--- src/rtl/ssc_status_pkg.sv ---
// Package: shared constants for the status/command register block.
// Assumes flag index order: 0 enable, 1 master select, 2 mode error,
// 3 tx overflow, 4 rx overflow, 5 abort, 6 tx underflow, 7 rx underflow.
package ssc_status_pkg;

    localparam int NFLAG    = 8;
    localparam int NERR_EVT = 6;
    localparam int NMASK    = NERR_EVT - 1;
    localparam int FIRST_ERR_FLAG = 2;

    localparam int ADDR_STATUS = 0;
    localparam int ADDR_MASK   = 1;
    localparam int ADDR_CMD    = 2;

    localparam int BUSY_POS = 13;

    // Bit position of each flag in the status word.
    localparam int STAT_POS [NFLAG] = '{0, 1, 7, 8, 9, 10, 11, 12};
    // Command word bit that sets each flag.
    localparam int SET_POS  [NFLAG] = '{1, 3, 7, 12, 13, 14, 15, 5};
    // Command word bit that clears each flag.
    localparam int CLR_POS  [NFLAG] = '{0, 2, 6, 8, 9, 10, 11, 4};

endpackage

--- src/rtl/ssc_cmd_decode.sv ---
// Module: ssc_cmd_decode
// Turns a command-word write into per-flag set and clear strobes.
// Assumes DATA_W covers every command bit position listed in the package.
module ssc_cmd_decode
    import ssc_status_pkg::*;
#(
    parameter int DATA_W = 16
) (
    input  logic                wr_stb,
    input  logic [DATA_W-1:0]   cmd,
    output logic [NFLAG-1:0]    set_o,
    output logic [NFLAG-1:0]    clr_o
);

    // One set/clear strobe pair per flag, selected by the package map.
    for (genvar i = 0; i < NFLAG; i++) begin : g_dec
        assign set_o[i] = wr_stb & cmd[SET_POS[i]];
        assign clr_o[i] = wr_stb & cmd[CLR_POS[i]];
    end

endmodule

--- src/rtl/ssc_flag_cell.sv ---
// Module: ssc_flag_cell
// One sticky status bit. An event always sets it. A set or clear strobe alone
// changes it, and set and clear together leave it unchanged.
// Assumes synchronous active-low reset to 0.
module ssc_flag_cell (
    input  logic clk,
    input  logic rst_n,
    input  logic set_i,
    input  logic clr_i,
    input  logic evt_i,
    output logic q_o
);

    // Flag update with event priority over any command.
    always_ff @(posedge clk) begin
        if (!rst_n)
            q_o <= 1'b0;
        else if (evt_i)
            q_o <= 1'b1;
        else if (set_i && !clr_i)
            q_o <= 1'b1;
        else if (clr_i && !set_i)
            q_o <= 1'b0;
    end

endmodule

--- src/rtl/ssc_status_regs.sv ---
// Module: ssc_status_regs (top)
// Status word, error-mask register and write-only command word of a serial
// controller. Error events are single-cycle pulses. Reads are combinational.
// Assumes DATA_W >= 16 and ADDR_W >= 2.
module ssc_status_regs
    import ssc_status_pkg::*;
#(
    parameter int ADDR_W = 2,
    parameter int DATA_W = 16
) (
    input  logic                clk,
    input  logic                rst_n,
    input  logic                wr_en,
    input  logic [ADDR_W-1:0]   wr_addr,
    input  logic [DATA_W-1:0]   wr_data,
    input  logic [ADDR_W-1:0]   rd_addr,
    output logic [DATA_W-1:0]   rd_data,
    input  logic [NERR_EVT-1:0] err_evt,
    input  logic                busy_in,
    output logic                op_enable,
    output logic                master_sel,
    output logic                err_irq
);

    localparam int NERR = NFLAG - FIRST_ERR_FLAG;

    logic [NFLAG-1:0] set_v;
    logic [NFLAG-1:0] clr_v;
    logic [NFLAG-1:0] evt_v;
    logic [NFLAG-1:0] flag_q;
    logic [NMASK-1:0] mask_q;
    logic             cmd_stb;
    logic             mask_stb;

    assign cmd_stb  = wr_en && (wr_addr == ADDR_W'(ADDR_CMD));
    assign mask_stb = wr_en && (wr_addr == ADDR_W'(ADDR_MASK));

    // Error-mask register: plain read/write storage.
    always_ff @(posedge clk) begin
        if (!rst_n)
            mask_q <= '0;
        else if (mask_stb)
            mask_q <= wr_data[NMASK-1:0];
    end

    ssc_cmd_decode #(.DATA_W(DATA_W)) u_dec (
        .wr_stb (cmd_stb),
        .cmd    (wr_data),
        .set_o  (set_v),
        .clr_o  (clr_v)
    );

    // Event routing: enable/master have no event, mode error is ungated,
    // the remaining errors are gated by their mask bit.
    for (genvar i = 0; i < NFLAG; i++) begin : g_evt
        if (i < FIRST_ERR_FLAG) begin : g_none
            assign evt_v[i] = 1'b0;
        end else if (i == FIRST_ERR_FLAG) begin : g_open
            assign evt_v[i] = err_evt[0];
        end else begin : g_gated
            assign evt_v[i] = err_evt[i-FIRST_ERR_FLAG] & mask_q[i-FIRST_ERR_FLAG-1];
        end
    end

    for (genvar i = 0; i < NFLAG; i++) begin : g_flag
        ssc_flag_cell u_cell (
            .clk   (clk),
            .rst_n (rst_n),
            .set_i (set_v[i]),
            .clr_i (clr_v[i]),
            .evt_i (evt_v[i]),
            .q_o   (flag_q[i])
        );
    end

    assign op_enable  = flag_q[0];
    assign master_sel = flag_q[1];
    assign err_irq    = |flag_q[NFLAG-1:NFLAG-NERR];

    // Read mux: pack the status word, show the mask, hide the command word.
    always_comb begin
        rd_data = '0;
        if (rd_addr == ADDR_W'(ADDR_STATUS)) begin
            for (int i = 0; i < NFLAG; i++)
                rd_data[STAT_POS[i]] = flag_q[i];
            rd_data[BUSY_POS] = busy_in;
        end else if (rd_addr == ADDR_W'(ADDR_MASK)) begin
            rd_data[NMASK-1:0] = mask_q;
        end
    end

endmodule

--- config.mk ---
export PLATFORM = sky130hd
export DESIGN_NAME = ssc_status_regs
export DESIGN_NICKNAME = d
export VERILOG_FILES = /design/src/rtl/ssc_status_pkg.sv /design/src/rtl/ssc_cmd_decode.sv /design/src/rtl/ssc_flag_cell.sv /design/src/rtl/ssc_status_regs.sv
export SDC_FILE = /design/constraint.sdc
export NUM_CORES = 1
export LEC_CHECK = 0
export ABC_AREA = 1
export ABC_CLOCK_PERIOD_IN_PS = 3750
export BUFFER_PORTS_ARGS = -buffer_cell sky130_fd_sc_hd__buf_2
export CORE_MARGIN = 4
export CORE_UTILIZATION = 48
export CTS_BUF_LIST = sky130_fd_sc_hd__clkbuf_8
export DETAILED_ROUTE_END_ITERATION = 12
export MAX_ROUTING_LAYER = met4
export PLACE_DENSITY = 0.9
export SYNTH_ARGS = -nofsm -noshare
export SYNTH_HDL_FRONTEND = slang
export SYNTH_SLANG_ARGS = --single-unit
--- constraint.sdc ---
create_clock -name clk -period 3.75 [get_ports clk]
set_clock_uncertainty 0.2 [all_clocks]
set_input_delay 0.5625 -clock clk [delete_from_list [all_inputs] [get_ports clk]]
set_output_delay 0.5625 -clock clk [all_outputs]
set_load 0.05 [all_outputs]
==> qor.csv, run 1 <==
stage,metric,value,unit
sta,RSZ-0062 raised after global routing,no,
yosys,largest family of logic cells by synthesized area,simple AND/OR/NAND/NOR gates,
sta,final hold vios,0,
clocking,clk buf depth,2,
layout,antenna fix cells,0,
worst_setup_path,most frequent CP cell,buf_2,
global_route,GRT Overall Usage,17.6,%
clocking,hold_buf cts,0,
routing,Initial DRC Count,13,
placed_design,GP Congestion,0.785,
clocking,Setup Buffers After CTS,0,
placed_design,Port Buf Inserts,44,
clocking,sinks on the clock net,13,
worst_setup_path,critical path's largest stage delay,320,ps
routing,drt wl/cell,10.1,um
sta,"Period Utilization, post-route",59.3,%
yosys,Synth Cell Area,863,um^2
power_and_ir_drop,worst vdd ir,259,uV
layout,register area,260,um^2
yosys,fraction of the mapped netlist area in compound gates,13.2,%
sta,Final min period,2220,ps
worst_setup_path,"Largest delay share family, worst path",buffers and inverters,
clocking,CTS tree,done,
layout,"most common cell after layout, fill and taps aside",buf_2,
clocking,H-tree lvl count,1,
yosys,fraction of the yosys area taken by sequential cells,30.1,%
layout,utilization after layout,66.5,%
power_and_ir_drop,leak pwr,0.626,nW
floorplanning,area of the core,0.00171,mm^2
power_and_ir_drop,total power,0.359,mW
hold_path,Hold Crit Class,flip-flop to flip-flop,
worst_setup_path,"Slowest-stage cell, CP",or2_1,
floorplanning,Rows,15,
yosys,post-synthesis register bit count,13,
floorplanning,starting density of the core,50.5,%
yosys,Avg Synthesized Cell Area,6.35,um^2
floorplanning,Die Wd,50.4,um
sta,Final Setup Violations,0,
layout,Final nets,220,
run,max-cap violations,0,
sta,max frequency,450,MHz
clocking,Post-CTS Resized,0,
yosys,Post-Synth Adder-Cell Area,10.1,%
placed_design,DP Worst Slack,1530,ps
placed_design,DP Wirelength,1.74,mm
routing,detailed-route DRC error count,0,
layout,area of the multi-input gates,467,um^2
floorplanning,Die Ht,50.4,um
yosys,mux cell area share after synthesis,0,%
global_route,initial antenna violation count,0,
yosys,unique cell type count in the Yosys netlist,18,
outcome,status,"finished, final reports clean",
global_route,number of global-route vias before repair,872,
sta,"Slew Viols, Final",0,
global_route,pin count of the biggest net entering global routing,11,
worst_setup_path,Crit Path Class,primary input to primary output,
layout,area delta synth->final,31.6,%
yosys,Syn. warnings,0,
routing,overall routed net length,2.09,mm
power_and_ir_drop,PwrDens,316,mW/mm^2
floorplanning,I/O Pins,49,
global_route,Overflow after GRT,0,
routing,DRT Pass-1 Iters,4,
routing,Via density,4.54,
worst_setup_path,Critical Path RT,2990,ps
sta,final setup margin,1530,ps
layout,fillers,147,
worst_setup_path,Crit. End Element,primary output,
global_route,first-pass GRT wire length,3.37,mm
yosys,Mapped Cells,136,
clocking,Num CTS Buffers,3,
worst_setup_path,worst path cell trace,buf_2 > or2_1 > o21ai_0 > buf_2,
clocking,"CTS clk-pin slew, worst paths",50,ps
routing,via count,940,
yosys,post-synthesis xor/xnor area fraction,0,%
worst_setup_path,CP arrival,1460,ps
clocking,"Clk Latency, worst-skew pair",240,ps
worst_setup_path,Startpoint Class,primary input,
yosys,simple-gate share of the synthesized area,29.0,%
sta,Total Neg Setup Slack,0,ps
clocking,root buf cell,clkbuf_8,
worst_setup_path,Buf/Inv on CP,2,
layout,layout cell share with drive strength beyond 1,29.1,%
worst_setup_path,Crit Path Max Fanout,9,
layout,most frequent cells in the layout,"buf_2, inv_1, nor2_1",
floorplanning,die area,0.00254,mm^2
routing,Routed Antenna Nets,0,
==> Yosys cell counts <==
cell / instances / area share, %
inv_1: 29 / 13
nor2_1: 27 / 12
nand2_1: 26 / 11
dfxtp_1: 13 / 30
o21ai_0: 9 / 5.2
ha_1: 7 / 10
a31oi_1: 5 / 3.6
a21oi_1: 4 / 2.3
buf_4: 4 / 3.5
a21oi_2: 2 / 2.0
nand3_1: 2 / 1.2
nor2_4: 2 / 2.6
buf_2: 1 / 0.58
conb_1: 1 / 0.43
inv_2: 1 / 0.43
nand2_2: 1 / 0.73
nand4_1: 1 / 0.73
or2_1: 1 / 0.73
==> per-layer routing <==
| layer | wire (um) | global-route usage (%) |
|---|---|---|
| met4 | 21 | 7.62 |
| met2 | 1070 | 32.0 |
| met1 | 859 | 17.9 |
| met3 | 138 | 3.86 |
| met5 | 0 | - |
==> logic make-up after synthesis <==
logic type | count (synthesis)
AOI/OAI and AO/OA | 20
adders and majority gates | 7
buffers and inverters | 35
DFF | 13
other | 1
and+or+nand+nor | 60
==> per-stage QoR <==
step,cell area [um^2],hold slack [ps],instances
global placement,1090,250,203
global route,1140,298,207
floorplan,875,258,139
finish,1140,263,207
CTS,1140,265,207
detailed placement,1090,258,203
==> state kept, by name, indices dropped and copies added (netlist names) <==
name and flops:
g_flag.u_cell.q_o 8, mask_q 5
==> worst paths after layout <==
check                                             to                  from  depth (start not counted)  slack (ps)
worst min register to register  g_flag[0].u_cell.q_o  g_flag[0].u_cell.q_o                          2         260
worst max-delay path                      rd_data[1]            rd_addr[0]                          4        1530
worst max register to register             mask_q[0]             mask_q[0]                          2        2880
worst min-delay path            g_flag[0].u_cell.q_o  g_flag[0].u_cell.q_o                          2         260
==> final cells by class <==
| class | instances | area share (%) |
|---|---|---|
| Multi-Input combinational cell | 91 | 41.1 |
| Sequential cell | 13 | 22.9 |
| Timing Repair Buffer | 44 | 19.4 |
| Inverter | 30 | 9.91 |
| Clock buffer | 3 | 3.63 |
| Tap cell | 25 | 2.75 |
| Clock inverter | 1 | 0.330 |
==> worst min-delay path: cells and delay by family, from the launching register on <==
kind / cells / cell delay, ps
AO/OA/AOI/OAI: 1 / 60
buffers and inverters: 1 / 60
flip-flops: 1 / 300
==> power breakdown <==
part / internal [mW] / switching [mW]
Sequential: 0.145 / 0.00460
Combinational: 0.0274 / 0.0609
Clock: 0.0722 / 0.0487
No activity file was read; power rests on OpenSTA's default activity.
==> run 2, diff against run 1 <==
ABC_CLOCK_PERIOD_IN_PS = 2200   (was 3750)
CORE_UTILIZATION = 45   (was 48)
PLACE_DENSITY = 0.86   (was 0.9)
clock period = 2.2 ns   (was 3.75 ns; I/O delays follow)
==> run 2 against run 1 <==
Net effect:
- largest power group unchanged
- critical path type unchanged
- final cell count unchanged
- sequential power up 71%
- via count up 1.7%
- combinational power up 72%
- die area up 5.6%
- sequential share of layout area unchanged
- register-to-register slack worse by 1500 ps
- first-iteration DRC count down 38%
- hold slack worse by 130 ps
- critical path depth unchanged
- total power up 73%
- highest routed layer unchanged
- cell area unchanged
==> qor.csv, run 2 (synthesis gave the netlist of run 1 again) <==
stage,metric,value,unit,change
outcome,status,"finished, final reports clean",,
floorplanning,Die Ht,51.8,um,+2.8%
layout,layout cell share with drive strength beyond 1,29.1,%,unchanged
placed_design,Cells after DPL,203,,unchanged
hold_path,Hold Crit Class,primary input to flip-flop,,
floorplanning,Rows,15,,unchanged
worst_setup_path,cells on worst reg2reg path,2,,unchanged
global_route,initial antenna violation count,0,,unchanged
layout,top flop regs,"g_flag.u_cell.q_o (8), mask_q (5)",,
floorplanning,Die Wd,51.8,um,+2.8%
global_route,number of global-route vias before repair,843,,-3.3%
routing,wire length on met3,180,um,+30%
worst_setup_path,Crit Path Class,primary input to primary output,,
worst_setup_path,Critical Path RT,1670,ps,-1320 ps
run,max-cap violations,0,,unchanged
routing,Initial DRC Count,8,,-5
power_and_ir_drop,leak pwr,0.625,nW,about the same
sta,final hold vios,0,,unchanged
power_and_ir_drop,PwrDens,547,mW/mm^2,+73%
layout,Largest Register,g_flag.u_cell.q_o,,
clocking,CTS tree,done,,
clocking,Setup Buffers After CTS,0,,unchanged
clocking,H-tree lvl count,1,,unchanged
layout,area delta synth->final,31.6,%,unchanged
placed_design,DP Worst Slack,412,ps,-1120 ps
sta,final setup margin,424,ps,-1100 ps
worst_setup_path,Crit. End Element,primary output,,
routing,Via density,4.62,,+1.7%
placed_design,DP Area,0.00109,mm^2,unchanged
layout,utilization after layout,64.4,%,-2.1 points
routing,top sig layer,met4,,
routing,DRT Pass-1 Iters,4,,unchanged
clocking,Num CTS Buffers,3,,unchanged
routing,WL met2,1.15,mm,+7.6%
sta,"Slew Viols, Final",0,,unchanged
power_and_ir_drop,total power,0.622,mW,+73%
layout,most frequent cells in the layout,"buf_2, inv_1, nor2_1",,
routing,drt wl/cell,11.2,um,+11%
sta,Final min period,1780,ps,
global_route,GRT Overall Usage,18.7,%,+1.2 points
layout,design area,0.00114,mm^2,unchanged
clocking,root buf cell,clkbuf_8,,
placed_design,DP Wirelength,1.92,mm,+10%
power_and_ir_drop,worst vdd ir,363,uV,+40%
placed_design,Port Buf Inserts,44,,unchanged
sta,"Period Utilization, post-route",80.7,%,
global_route,pin count of the biggest net entering global routing,11,,unchanged
floorplanning,starting density of the core,48.9,%,-1.6 points
hold_path,Hold Path Depth,3,,+1
layout,Non-Filler Instances,207,,unchanged
clocking,Post-CTS Resized,0,,unchanged
layout,fillers,168,,+14%
floorplanning,area of the core,0.00176,mm^2,+3.3%
routing,overall routed net length,2.32,mm,+11%
clocking,hold_buf cts,0,,unchanged
routing,detailed-route DRC error count,0,,unchanged
global_route,Overflow after GRT,0,,unchanged
routing,WL met1,952,um,+11%
sta,Hold WS,129,ps,-134 ps
clocking,"Clk Latency, worst-skew pair",240,ps,about the same
worst_setup_path,Startpoint Class,primary input,,
worst_setup_path,CP arrival,1250,ps,-210 ps
global_route,first-pass GRT wire length,3.62,mm,+7.6%
routing,Routed Antenna Nets,0,,unchanged
layout,max reg flops,8,,unchanged
routing,via count,956,,+1.7%
layout,Final nets,220,,unchanged
layout,antenna fix cells,0,,unchanged
clocking,sinks on the clock net,13,,unchanged
layout,"most common cell after layout, fill and taps aside",buf_2,,
clocking,"CTS clk-pin slew, worst paths",60,ps,about the same
worst_setup_path,Crit Path Max Fanout,9,,unchanged
sta,Total Neg Setup Slack,0,ps,unchanged
sta,Final Setup Violations,0,,unchanged
floorplanning,die area,0.00268,mm^2,+5.6%
placed_design,GP Congestion,0.818,,+4.3%
sta,max frequency,563,MHz,
clocking,clk buf depth,2,,unchanged
sta,RSZ-0062 raised after global routing,no,,
floorplanning,I/O Pins,49,,unchanged
-- run 2: metal layers --
metal  vias up  track usage, %
met4         0            6.55
met1       421            22.4
li1        496               -
met3         5            3.72
met2        34            31.4
met5         -               -
-- run 2: path summary, 6_finish.rpt --
path                                      startpoint                    to  slack [ps]
worst min register to register  g_flag[0].u_cell.q_o  g_flag[0].u_cell.q_o         280
worst min-delay path                      err_evt[0]  g_flag[2].u_cell.q_o         130
worst max-delay path                      rd_addr[0]            rd_data[1]         420
worst max register to register             mask_q[1]             mask_q[1]        1340
-- run 2: layout make-up --
type	count	area [um^2]	share of cell area, %
Multi-Input combinational cell	91	467	41.1
Timing Repair Buffer	44	220	19.4
Clock buffer	3	41.3	3.63
Sequential cell	13	260	22.9
Tap cell	25	31.3	2.75
Inverter	30	113	9.91
Clock inverter	1	3.75	0.330
-- run 2: critical path, stage by stage --
cell     delay, ps
buf_2          120
or2_1          330
o21ai_1        180
buf_2          290
-- run 2: report_power, final --
part | switching (mW) | internal [mW] | total, mW
Clock | 0.0897 | 0.123 | 0.213
Sequential | 0.00853 | 0.248 | 0.256
Combinational | 0.105 | 0.0469 | 0.152
Total | 0.204 | 0.418 | 0.622
==> run 3, diff against run 2 <==
ABC_AREA = 0   (was 1)
ABC_CLOCK_PERIOD_IN_PS = 1600   (was 2200)
CORE_UTILIZATION = 40   (was 45)
PLACE_DENSITY = 0.81   (was 0.86)
clock period = 1.6 ns   (was 2.2 ns; I/O delays follow)
==> run 3 against run 2 <==
Net effect:
- first-iteration DRC count down 13%
- clock power up 31%
- synthesized cell count down 29%
- via count down 17%
- total power up 28%
- utilization down 6.1 points
- flip-flop and latch count unchanged
- register-to-register slack worse by 780 ps
- critical path type is now flip-flop to primary output
==> qor.csv, run 3 <==
stage,metric,value,unit,change
layout,Non-Filler Instances,170,,-18%
clocking,Num CTS Buffers,3,,unchanged
clocking,clk buf depth,2,,unchanged
yosys,Synth area leader,dfxtp_1,,
layout,Final nets,181,,-18%
layout,antenna fix cells,0,,unchanged
yosys,fraction of the yosys area taken by sequential cells,30.6,%,+0.49 points
sta,Final Setup Violations,0,,unchanged
layout,"most common cell after layout, fill and taps aside",buf_2,,
routing,Initial DRC Count,7,,-1
clocking,root buf cell,clkbuf_8,,
sta,Hold WS,67.8,ps,-61.6 ps
routing,Routed Antenna Nets,0,,unchanged
layout,Largest Register,g_flag.u_cell.q_o,,
yosys,Syn. warnings,0,,unchanged
global_route,Overflow after GRT,0,,unchanged
floorplanning,Rows,16,,+1
yosys,synth top area cells,"dfxtp_1, mux2i_1, and2_1",,
yosys,Commonest cells post-synth,"and2_1, mux2i_1, dfxtp_1, nand2_1, nor2b_1",,
clocking,hold_buf cts,0,,unchanged
yosys,top cell type's share of synthesized area,30.6,%,+0.49 points
routing,overall routed net length,2.01,mm,-13%
worst_setup_path,worst path cell trace,nor4_2 > nand2_1 > buf_2,,
global_route,pin count of the biggest net entering global routing,16,,+5
yosys,most frequent cell after synthesis,and2_1,,
worst_setup_path,Startpoint Class,flip-flop,,
hold_path,Hold Crit Start,err_evt[4],,
placed_design,Port Buf Inserts,44,,unchanged
sta,Total Neg Setup Slack,0,ps,unchanged
yosys,Synth Cell Area,850,um^2,-1.6%
worst_setup_path,Crit Path Max Fanout,3,,-6
placed_design,Cells after DPL,166,,-18%
yosys,post-synthesis register bit count,13,,unchanged
hold_path,Hold Crit Class,primary input to flip-flop,,
yosys,Post-synth EDFFs,0,,unchanged
hold_path,Hold Path Depth,3,,unchanged
layout,most frequent cells in the layout,"buf_2, and2_1, mux2i_1",,
placed_design,DP Worst Slack,-301,ps,-712 ps
routing,Via density,4.69,,+1.5%
yosys,unique cell type count in the Yosys netlist,19,,+1
layout,layout cell share with drive strength beyond 1,37.8,%,+8.6 points
clocking,sinks on the clock net,13,,unchanged
floorplanning,area of the core,0.00198,mm^2,+12%
placed_design,DP Wirelength,1.66,mm,-13%
worst_setup_path,Crit. Startpoint,g_flag[7].u_cell.q_o,,
layout,utilization after layout,58.3,%,-6.1 points
sta,final hold vios,0,,unchanged
sta,max frequency,643,MHz,
yosys,Mapped Cells,97,,-29%
floorplanning,Die Wd,54.1,um,+4.4%
floorplanning,die area,0.00293,mm^2,+9.0%
global_route,initial antenna violation count,0,,unchanged
worst_setup_path,"Slowest-stage cell, CP",dfxtp_1,,
sta,final setup margin,44.1,ps,-380 ps
placed_design,GP Congestion,0.717,,-12%
clocking,"Clk Latency, worst-skew pair",240,ps,about the same
worst_setup_path,Crit Path Class,flip-flop to primary output,,
layout,max reg flops,8,,unchanged
placed_design,DP Area,0.00110,mm^2,+0.92%
yosys,ys flop type,dfxtp_1,,
outcome,status,"finished, final reports clean",,
worst_setup_path,critical path's largest stage delay,330,ps,about the same
routing,detailed-route DRC error count,0,,unchanged
global_route,first-pass GRT wire length,3.17,mm,-12%
clocking,H-tree lvl count,1,,unchanged
routing,via count,797,,-17%
power_and_ir_drop,total power,0.796,mW,+28%
routing,drt wl/cell,11.8,um,+5.7%
power_and_ir_drop,worst vdd ir,458,uV,+26%
yosys,Avg Synthesized Cell Area,8.76,um^2,+38%
global_route,routing usage on met2,28.2,%,-3.1 points
global_route,GR peak layer,met2,,
clocking,Setup Buffers After CTS,0,,unchanged
floorplanning,starting density of the core,42.9,%,-6.1 points
global_route,grt met1 use,16.3,%,-6.1 points
worst_setup_path,Crit. End Element,primary output,,
power_and_ir_drop,leak pwr,0.639,nW,+2.1%
global_route,number of global-route vias before repair,784,,-7.0%
worst_setup_path,Reg-to-Reg Start,g_flag[2].u_cell.q_o,,
worst_setup_path,cells on worst reg2reg path,2,,unchanged
power_and_ir_drop,PwrDens,689,mW/mm^2,+26%
clocking,CTS tree,done,,
layout,area delta synth->final,36.1,%,
yosys,"Async S/R FF share, synth",0,%,unchanged
clocking,"CTS clk-pin slew, worst paths",50,ps,about the same
layout,top flop regs,"g_flag.u_cell.q_o (8), mask_q (5)",,
sta,"Period Utilization, post-route",97.2,%,
worst_setup_path,CP arrival,1120,ps,-130 ps
global_route,met3 global-route usage,2.49,%,-1.2 points
worst_setup_path,Critical Path RT,1160,ps,-510 ps
sta,"Slew Viols, Final",0,,unchanged
sta,Final min period,1560,ps,
global_route,GRT Overall Usage,15.4,%,-3.3 points
routing,DRT Pass-1 Iters,4,,unchanged
layout,design area,0.00116,mm^2,+1.8%
sta,RSZ-0062 raised after global routing,yes,,
floorplanning,Die Ht,54.1,um,+4.4%
run,max-cap violations,0,,unchanged
floorplanning,I/O Pins,49,,unchanged
run 3: worst paths after layout:
check / to / slack, ps
hold reg to reg: g_flag[6].u_cell.q_o / 290
setup reg to reg: g_flag[2].u_cell.q_o / 560
hold / removal: g_flag[6].u_cell.q_o / 70
setup / recovery: err_irq / 40
run 3: kinds of logic (layout without fill, tap and decap cells):
logic type      Yosys count  in the layout  synth area share [%]
simple gates             45             45                  28.6
mux                      14             14                  16.5
flops                    13             13                  30.6
buf+inv                   9             52                  6.04
compound gates            8              8                  7.51
fa+ha+maj                 7              7                  10.3
other cells               1              4                 0.441
run 3: where the power goes:
| part | switching, mW | leakage, nW | total [mW] | internal (mW) |
|---|---|---|---|---|
| logic | 0.104 | 0.506 | 0.175 | 0.0702 |
| registers | 0.00833 | 0.106 | 0.343 | 0.335 |
| clock network | 0.110 | 0.0269 | 0.279 | 0.169 |
run 3: worst max-delay path: cells and delay by family, from the launching register on:
kind	cells	cell delay [ps]
flops	1	330
buf+inv	1	210
simple gates	2	340
run 3: layout make-up:
class | count | area, um^2
Tap cell | 27 | 33.8
Clock inverter | 1 | 3.75
Inverter | 2 | 7.51
Clock buffer | 3 | 41.3
Sequential cell | 13 | 260
Fill cell | 184 | 826
Multi-Input combinational cell | 78 | 574
Timing Repair Buffer | 46 | 235
run 3: layer usage:
metal / part of all wire (%) / routed length (um)
met1: 42 / 854
met2: 49 / 978
met5: 0 / 0
met3: 8.5 / 171
met4: 0.40 / 8
run 3: timing repair:
item / 4_1_cts / 5_1_grt
gates resized for setup: 1 / 2
endpoints found under the hold margin: 0 / 0
pin swaps: 0 / 0
setup endpoints to repair: 3 / 8
